==> src/rtl/modem_cmd_ctrl.sv <==
module modem_cmd_ctrl #(
  parameter int DATA_W = 8
) (
  input  logic              clk,
  input  logic              rst_n,
  input  logic              rx_valid,
  input  logic              rx_ctrl,
  input  logic [DATA_W-1:0] rx_byte,
  output logic              rx_ready,
  output logic              tx_valid,
  output logic              tx_ctrl,
  output logic [DATA_W-1:0] tx_byte,
  input  logic              tx_ready,
  output logic              pay_valid,
  output logic [DATA_W-1:0] pay_byte,
  output logic              asleep,
  output logic              tx_mode,
  output logic [DATA_W-4:0] lead_delay,
  output logic [DATA_W-4:0] test_sel,
  output logic              test_active
);
  localparam int PAR_W = DATA_W - 3;
  localparam int NREG  = 1 << PAR_W;
  localparam logic [DATA_W-1:0] R_ACK = 'h00, R_RQD = 'h01, R_WAK = 'h02;
  localparam logic [2:0] OP_CFG = 3'd0, OP_END = 3'd1, OP_ENQ = 3'd2, OP_TST = 3'd3,
                         OP_SLP = 3'd4, OP_STT = 3'd5, OP_UND = 3'd6, OP_WAK = 3'd7;

  typedef enum logic [1:0] {S_IDLE, S_CFG, S_XMIT, S_SLEEP} mode_t;
  mode_t mode;

  logic [DATA_W-1:0] regs [NREG];
  logic [PAR_W-1:0]  cfg_addr;
  logic [1:0]        qcnt;
  logic [DATA_W-1:0] qb0, qb1;
  logic              qc0, qc1;

  wire              acc = rx_valid && rx_ready;
  wire [2:0]        op  = rx_byte[DATA_W-1 -: 3];
  wire [PAR_W-1:0]  par = rx_byte[PAR_W-1:0];

  assign rx_ready    = (qcnt == 2'd0);
  assign tx_valid    = (qcnt != 2'd0);
  assign tx_byte     = qb0;
  assign tx_ctrl     = qc0;
  assign asleep      = (mode == S_SLEEP);
  assign tx_mode     = (mode == S_XMIT);
  assign test_active = (test_sel != '0);

  always_ff @(posedge clk) begin
    if (!rst_n) begin
      mode       <= S_IDLE;
      cfg_addr   <= '0;
      qcnt       <= 2'd0;
      qb0        <= '0;
      qb1        <= '0;
      qc0        <= 1'b0;
      qc1        <= 1'b0;
      pay_valid  <= 1'b0;
      pay_byte   <= '0;
      lead_delay <= '0;
      test_sel   <= '0;
      for (int i = 0; i < NREG; i++) regs[i] <= '0;
    end else begin
      pay_valid <= 1'b0;
      if (tx_valid && tx_ready) begin
        qb0  <= qb1;
        qc0  <= qc1;
        qcnt <= qcnt - 2'd1;
      end
      if (acc) begin
        if (mode == S_SLEEP) begin
          qb0 <= R_WAK; qc0 <= 1'b1; qcnt <= 2'd1;
          mode <= S_IDLE;
        end else if (rx_ctrl) begin
          if (mode == S_CFG && op != OP_UND) mode <= S_IDLE;
          case (op)
            OP_CFG: begin
              qb0 <= R_ACK; qc0 <= 1'b1; qcnt <= 2'd1;
              cfg_addr <= par;
              mode <= S_CFG;
            end
            OP_END: begin
              qb0 <= R_ACK; qc0 <= 1'b1; qcnt <= 2'd1;
              mode <= S_IDLE;
            end
            OP_ENQ: begin
              qb0 <= R_RQD; qc0 <= 1'b1;
              qb1 <= regs[par]; qc1 <= 1'b0;
              qcnt <= 2'd2;
            end
            OP_TST: begin
              qb0 <= R_ACK; qc0 <= 1'b1; qcnt <= 2'd1;
              test_sel <= par;
            end
            OP_SLP: mode <= S_SLEEP;
            OP_STT: begin
              qb0 <= R_ACK; qc0 <= 1'b1; qcnt <= 2'd1;
              lead_delay <= par;
              mode <= S_XMIT;
            end
            OP_WAK: begin
              qb0 <= R_WAK; qc0 <= 1'b1; qcnt <= 2'd1;
            end
            default: ;
          endcase
        end else begin
          case (mode)
            S_CFG: begin
              regs[cfg_addr] <= rx_byte;
              mode <= S_IDLE;
            end
            S_XMIT: begin
              pay_valid <= 1'b1;
              pay_byte  <= rx_byte;
              qb0 <= R_ACK; qc0 <= 1'b1; qcnt <= 2'd1;
            end
            default: ;
          endcase
        end
      end
    end
  end

  assert_sleep_wakes_R4: assert property (@(posedge clk) disable iff (!rst_n)
    (acc && mode == S_SLEEP) |=> (tx_valid && tx_ctrl && tx_byte == R_WAK && mode == S_IDLE));

  assert_enquire_pair_R3: assert property (@(posedge clk) disable iff (!rst_n)
    (acc && rx_ctrl && op == OP_ENQ && mode != S_SLEEP) |=> (tx_valid && tx_byte == R_RQD && qcnt == 2'd2 && !qc1));

  assert_payload_in_xmit_R6: assert property (@(posedge clk) disable iff (!rst_n)
    pay_valid |-> ($past(mode) == S_XMIT && $past(acc) && !$past(rx_ctrl)));

  assert_undef_silent_R8: assert property (@(posedge clk) disable iff (!rst_n)
    (acc && rx_ctrl && op == OP_UND && mode != S_SLEEP) |=> (!tx_valid && $stable(mode)));

  assert_reply_held_R10: assert property (@(posedge clk) disable iff (!rst_n)
    (tx_valid && !tx_ready) |=> (tx_valid && $stable(tx_byte) && $stable(tx_ctrl) && !rx_ready));
endmodule

==> config.mk <==
export PLATFORM = sky130hd
export DESIGN_NAME = modem_cmd_ctrl
export DESIGN_NICKNAME = d
export VERILOG_FILES = /design/src/rtl/modem_cmd_ctrl.sv
export SDC_FILE = /design/constraint.sdc
export NUM_CORES = 1
export LEC_CHECK = 0
export ABC_CLOCK_PERIOD_IN_PS = 4800
export BUFFER_PORTS_ARGS = -buffer_cell sky130_fd_sc_hd__buf_2
export CAP_MARGIN = 20
export CORE_ASPECT_RATIO = 0.9
export CORE_UTILIZATION = 48
export CTS_BUF_LIST = sky130_fd_sc_hd__clkbuf_8
export DETAILED_ROUTE_END_ITERATION = 6
export GPL_TIMING_DRIVEN = 0
export SYNTH_ARGS = -nofsm -noshare
export SYNTH_HDL_FRONTEND = slang
export SYNTH_SLANG_ARGS = --single-unit
==> constraint.sdc <==
create_clock -name clk -period 4.8 [get_ports clk]
set_input_delay 0 -clock clk [delete_from_list [all_inputs] [get_ports clk]]
set_output_delay 0 -clock clk [all_outputs]
set_load 0.02 [all_outputs]
==> impl_metrics.csv, run 1 <==
group,metric,value,unit
cells_and_area,ff_latch_area,8590,sq um
global_route,grt_max_degree,14,
timing,finalCriticalPeriod,3.10,ns
floorplanning,num_rows,58,
pwr,power_frac_clock,0.367,
synthesis,synth.top_cell.area_share,0.549,
synthesis,syn-num-nets,1124,
synthesis,synthTopCellsByCount,"and2_1 (259), edfxtp_1 (256), mux2i_1 (151)",
pwr,powerDensity,344,nW/um^2
cells_and_area,area_growth,12.5,%
synthesis,ys_ff_latch,301,
global_route,grt_usage,0.268,
placed_design,port_buffers,42,
critical_path,rr_worst_depth,7,
placed_design,globalplace.congestion,0.877,
floorplanning,dieWidth,182,um
timing,slew_violations,0,
floorplanning,io_pins,46,
worst_hold_path,hp-class,"in -> reg",
clocking,path_clk_slew,0.06,ns
pwr,p_switching,1.38,mW
cells_and_area,multi_input_area,4990,sq um
timing,maxSlewHeadroom,0.333,
synthesis,synth-edff-count,256,
floorplanning,core_area,28300,sq um
pwr,power_frac_comb,0.090,
synthesis,yosysUniqueCellTypes,41,
pwr,peakVddDrop,0.000213,V
pwr,power.internal,4.03,mW
clocking,cts_tree,"built",
synthesis,yosys-top-cells-area,"edfxtp_1 (55%), and2_1 (12%), mux2i_1 (11%), dfxtp_1 (6.4%), a22oi_1 (3.4%)",
critical_path,cp.arrival,3.39,ns
pwr,seqPwrFrac,0.543,
global_route,grt_pass1_wl,57300,um
critical_path,crit_type,"reg -> reg",
global_route,gr-total-overflow,0,
synthesis,ys_seq_area_frac,0.614,
placed_design,preCtsSetupSlack,1.63,ns
worst_hold_path,hold_path_depth,5,
synthesis,yosysWarnings,0,
timing,setup_viol_count_final,0,
floorplanning,die_h,164,um
floorplanning,initial_core_util,0.494,
critical_path,start_kind,"flip-flop",
cells_and_area,final_cell_count_no_fill,1638,
clocking,clock_latency,0.58,ns
synthesis,synthArstFlopShare,0,
timing,skew,0.0330,ns
synthesis,synth_area,14000,sq um
floorplanning,die-area,29800,sq um
clocking,cts_buffer_depth,3,
route,drt.antenna.violating_nets,0,
cells_and_area,nets,1252,
synthesis,yosys.area.top_type,"edfxtp_1",
route,wire_per_inst,24.0,um
route,num_vias,9185,
status,outcome,"complete, no violations",
timing,max_freq,0.323,GHz
flow_run,maxCapViolCount,0,
timing,rsz0062_at_grt,"no",
route,drc,0,
synthesis,synth.most_common_cell,"and2_1",
synthesis,synthCells,1110,
clocking,numCtsBuffers,50,
placed_design,dpl.hpwl,27300,um
timing,setup_slack,1.70,ns
timing,hold_viol_final,0,
critical_path,crit_path_max_fanout,10,
clocking,cts.repair.resized,0,
synthesis,ys.flop_type,"edfxtp_1",
global_route,grt_pass1_vias,8996,
pwr,power_leakage,6.21,nW
pwr,p_sw_frac,0.256,
clocking,cts_root_buf,"clkbuf_8",
critical_path,endpoint_kind,"flip-flop",
global_route,antenna_found_initial,1,
route,firstDrtPassIters,5,
timing,timing.final.crit_share,0.645,
route,drt-total-wl,39300,um
critical_path,worstPathRequired,5.09,ns
clocking,htreeDepth,2,
timing,setup_tns,0,ns
route,vias_per_cell,5.61,
placed_design,dp.cells,1533,
synthesis,postSynthAreaPerCell,12.6,sq um
timing,tightest_slew,0.990,ns
cells_and_area,fill_cells,2449,
clocking,clkSinkCount,301,
cells_and_area,drive_above_1_share,0.125,
route,drtIter0Drc,910,
[final cells by class]
cell class	instances	share of cell area
clock buffers	50	0.0437
well taps	360	0.0286
plain buffers	85	0.0254
flip-flops and latches	301	0.546
multi-input cells	720	0.317
inverters	4	0.000954
repair buffers	76	0.0280
clock inverters	40	0.0103
diodes	2	0.000318
[power by group through the flow]
| stage | clock network, mW | logic, mW | registers [mW] |
|---|---|---|---|
| after CTS | 2.01 | 0.482 | 2.94 |
| after detailed placement | 0 | 0.476 | 2.99 |
| after global placement | 0 | 0.464 | 2.99 |
| final | 1.99 | 0.488 | 2.94 |
| after global routing | 2.13 | 0.518 | 2.94 |
| after floorplan | 0 | 0.283 | 2.99 |
[critical path, cell delays in order (launching register included)]
cell and delay (ns):
dfxtp_1 0.30, inv_1 0.08, ha_1 0.25, nand2_1 0.19
nor2_1 0.30, nand3b_1 0.56, o21ai_0 0.84, buf_2 0.29
[worst paths after layout]
path	startpoint	slack [ns]	to
worst max-delay path	qcnt[0]	1.70	regs[17][6]
worst min-delay path	rx_byte[7]	0.02	tx_byte[0]
worst max register to register	qcnt[0]	1.70	regs[17][6]
worst min register to register	qb1[5]	0.45	tx_byte[5]
[layer usage]
| metal | track usage | vias to the layer above | routed length [um] |
|---|---|---|---|
| met5 | 0 | - | 0 |
| met4 | 0.0848 | 0 | 1020 |
| met3 | 0.0539 | 68 | 3220 |
| met2 | 0.417 | 366 | 17500 |
| met1 | 0.380 | 4499 | 17500 |
| li1 | - | 4252 | - |
[placed cells by master, fill, tap and decap left out, types with 2 or more instances in the layout]
| master | n |
|---|---|
| buf_1 | 2 |
| nor2_1 | 31 |
| and3_1 | 2 |
| nand2b_1 | 14 |
| nor2b_1 | 29 |
| or3_1 | 3 |
| nand2_1 | 27 |
| dfxtp_1 | 45 |
| a22oi_1 | 64 |
| nor3_2 | 2 |
| diode_2 | 2 |
| nor4_2 | 2 |
| clkbuf_4 | 2 |
| buf_2 | 66 |
| inv_1 | 28 |
| o21ai_0 | 42 |
| nand3b_1 | 4 |
| or2_2 | 2 |
| and2_1 | 259 |
| edfxtp_1 | 256 |
| nor3_1 | 2 |
| clkbuf_8 | 50 |
| a21boi_0 | 5 |
| dlygate4sd3_1 | 7 |
| buf_4 | 17 |
| nand4b_1 | 2 |
| nand3_1 | 3 |
| or4_1 | 9 |
| nand4_1 | 3 |
| clkinvlp_4 | 2 |
| clkinv_1 | 13 |
| nor2_4 | 5 |
| mux2i_1 | 151 |
| clkbuf_1 | 61 |
| buf_6 | 5 |
| a21oi_1 | 49 |
[flip-flops by register name (all words and copies together), names as in the netlist, 2 cells and up]
register	flops
qb1	8
pay_byte	8
regs	256
tx_byte	8
test_sel	5
cfg_addr	5
qcnt	2
lead_delay	5
mode	2
[metrics by stage]
step           power [mW]   util  hold WS (ns)  instance area [sq um]
2_1_floorplan        3.27      -         0.191                  14000
3_3_place_gp         3.45  0.518         0.400                  14700
3_5_place_dp         3.47  0.522         0.408                  14800
4_1_cts              5.43  0.555       0.00629                  15700
5_1_grt              5.59  0.556        0.0581                  15700
6_report             5.41  0.556        0.0225                  15700
[what timing repair did]
action,CTS,global route
hold buffers,7,0
setup buffers,0,0
hold endpoints to repair,15,0
[kinds of logic after synthesis]
kind of cell / synth area share
AND/OR/NAND/NOR: 0.176
flip-flops: 0.614
AO/OA/AOI/OAI: 0.0708
multiplexers: 0.109
buffers and inverters: 0.0297
XOR/XNOR: 0.000626
adder cells (fa/ha/maj): 0.000894
Note: power is estimated with default switching activity, not from simulation.
==> run 2: changes to the inputs <==
--- a/config.mk
+++ b/config.mk
@@ -5,7 +5,7 @@
 export SDC_FILE = /design/constraint.sdc
 export NUM_CORES = 1
 export LEC_CHECK = 0
-export ABC_CLOCK_PERIOD_IN_PS = 4800
+export ABC_CLOCK_PERIOD_IN_PS = 2700
 export BUFFER_PORTS_ARGS = -buffer_cell sky130_fd_sc_hd__buf_2
 export CAP_MARGIN = 20
 export CORE_ASPECT_RATIO = 0.9
@@ -13,6 +13,7 @@
 export CTS_BUF_LIST = sky130_fd_sc_hd__clkbuf_8
 export DETAILED_ROUTE_END_ITERATION = 6
 export GPL_TIMING_DRIVEN = 0
+export PLACE_DENSITY = 0.67
 export SYNTH_ARGS = -nofsm -noshare
 export SYNTH_HDL_FRONTEND = slang
 export SYNTH_SLANG_ARGS = --single-unit
==> constraint.sdc (replaced) <==
create_clock -name clk -period 2.7 [get_ports clk]
set_input_delay 0 -clock clk [delete_from_list [all_inputs] [get_ports clk]]
set_output_delay 0 -clock clk [all_outputs]
set_load 0.02 [all_outputs]
==> run 2 against run 1 <==
  * Final cell count stayed put
  * Register-to-register slack lost 1.6 ns
  * Via count is 1.7% higher
  * Clock-buffer cell count grew 8
  * Largest power group unchanged
  * Wire length fell by 2.8%
  * Clock skew down 0.017 ns
  * First-iteration DRC count shrank 2.2%
  * Worst setup slack worse by 1.6 ns
  * Design area grew 1.1%
  * Critical path type unchanged
  * Global-route usage is 0.81 points lower
==> impl_metrics.csv, run 2 (synthesis results as in run 1) <==
group,metric,value,unit
clocking,htreeDepth,2,
pwr,power_frac_clock,0.382,
route,firstDrtPassIters,6,
critical_path,endpoint_kind,"flip-flop",
global_route,grt_pass1_vias,9076,
worst_hold_path,hp-class,"in -> reg",
placed_design,globalplace.congestion,0.908,
clocking,clkSinkCount,301,
clocking,path_clk_slew,0.06,ns
cells_and_area,post-route-util,0.562,
route,wire_per_inst,23.3,um
clocking,cts_tree,"built",
route,vias_per_cell,5.70,
route,drt.antenna.violating_nets,0,
cells_and_area,num_antenna_cells,0,
cells_and_area,nets,1251,
clocking,cts_root_buf,"clkbuf_8",
route,drtIter0Drc,890,
timing,slew_violations,0,
floorplanning,initial_core_util,0.494,
placed_design,port_buffers,42,
placed_design,dpl.hpwl,26400,um
timing,skew,0.0159,ns
global_route,grt_usage,0.260,
pwr,powerDensity,618,nW/um^2
timing,timing.final.crit_share,0.953,
critical_path,cp.arrival,2.79,ns
route,drt-total-wl,38200,um
cells_and_area,top_register,"regs",
flow_run,maxCapViolCount,0,
pwr,power_leakage,6.25,nW
floorplanning,io_pins,46,
pwr,power_frac_comb,0.087,
floorplanning,dieWidth,182,um
timing,tightest_slew,1.03,ns
timing,max_freq,0.389,GHz
timing,setup_viol_count_final,0,
critical_path,start_kind,"flip-flop",
critical_path,crit_type,"reg -> reg",
floorplanning,die_h,164,um
cells_and_area,final_common_cell,"and2_1",
timing,finalCriticalPeriod,2.57,ns
pwr,seqPwrFrac,0.531,
floorplanning,num_rows,58,
status,outcome,"complete, no violations",
global_route,grt_max_degree,13,
critical_path,worstPathRequired,2.91,ns
timing,setup_tns,0,ns
placed_design,preCtsSetupSlack,-0.562,ns
timing,maxSlewHeadroom,0.316,
cells_and_area,drive_above_1_share,0.144,
route,drc,0,
clocking,cts_buffer_depth,3,
global_route,antenna_found_initial,0,
pwr,power.internal,7.39,mW
floorplanning,die-area,29800,sq um
timing,setup_slack,0.128,ns
global_route,grt_pass1_wl,55800,um
floorplanning,core_area,28300,sq um
pwr,p_switching,2.45,mW
clocking,numCtsBuffers,50,
route,num_vias,9338,
cells_and_area,largest_reg_flops,256,
cells_and_area,area_growth,13.7,%
pwr,peakVddDrop,0.000384,V
global_route,gr-total-overflow,0,
critical_path,crit_path_max_fanout,10,
pwr,p_sw_frac,0.249,
timing,hold_viol_final,0,
cells_and_area,final_cell_mix,"and2_1 (259), edfxtp_1 (256), mux2i_1 (151)",
timing,hold_ws,0.0402,ns
clocking,clock_latency,0.57,ns
[run 2: cell types whose count changed in the layout (fill, tap and decap cells not counted), moves of 4 or more]
cell,before,now
o21ai_0,42,22
o21ai_2,0,11
o21ai_1,0,9
clkbuf_8,50,58
buf_4,17,24
clkinv_1,13,7
buf_2,66,61
clkinv_2,0,4
[run 2: power by group through the flow]
stage,sequential (mW),clock [mW],combinational [mW]
floorplan,5.31,0,0.503
global placement,5.31,0,0.807
detailed placement,5.32,0,0.828
CTS,5.22,3.81,0.843
global route,5.23,4.00,0.913
finish,5.22,3.76,0.858
[run 2: area by class of cell]
cell class	instances	area, sq um
buffer	85	400
clock buffer	58	798
clock inverter	35	140
fill	2439	12400
inverter	4	15.0
multi-input combinational	720	5070
sequential	301	8590
tap	360	450
timing repair buffer	75	443
[run 2: through the flow]
stage	instances	cell area [sq um]	power, mW
floorplan	1110	14000	5.82
global placement	1512	14700	6.12
detailed placement	1530	14800	6.15
CTS	1638	15900	9.87
global route	1638	15900	10.1
finish	1638	15900	9.84
[run 2: repair_timing]
item,CTS,global route
endpoints found under the hold margin,13,0
pin swaps,2,0
hold buffers,6,0
setup buffers,9,0
resized for setup,27,13
endpoints found under the setup margin,175,107
[run 2: critical path: stages, from the launching register on]
cell	delay (ns)
dfxtp_1	0.33
buf_1	0.58
nand2b_1	0.38
nor4_4	0.51
nand2b_1	0.42
[run 2: worst paths after layout]
path	start	end	slack, ns	depth (start not counted)
hold reg to reg	qb1[5]	tx_byte[5]	0.45	2
hold / removal	tx_ready	tx_byte[5]	0.04	5
setup / recovery	cfg_addr[4]	regs[20][2]	0.13	4
setup reg to reg	cfg_addr[4]	regs[20][2]	0.13	4
[run 2: metal layers]
metal  vias up  track usage  part of all wire
li1       4271            -                 -
met1      4526        0.359              0.41
met2       452        0.389              0.44
met3        89       0.0776              0.12
met4         0       0.0963             0.035
met5         -            0                 0
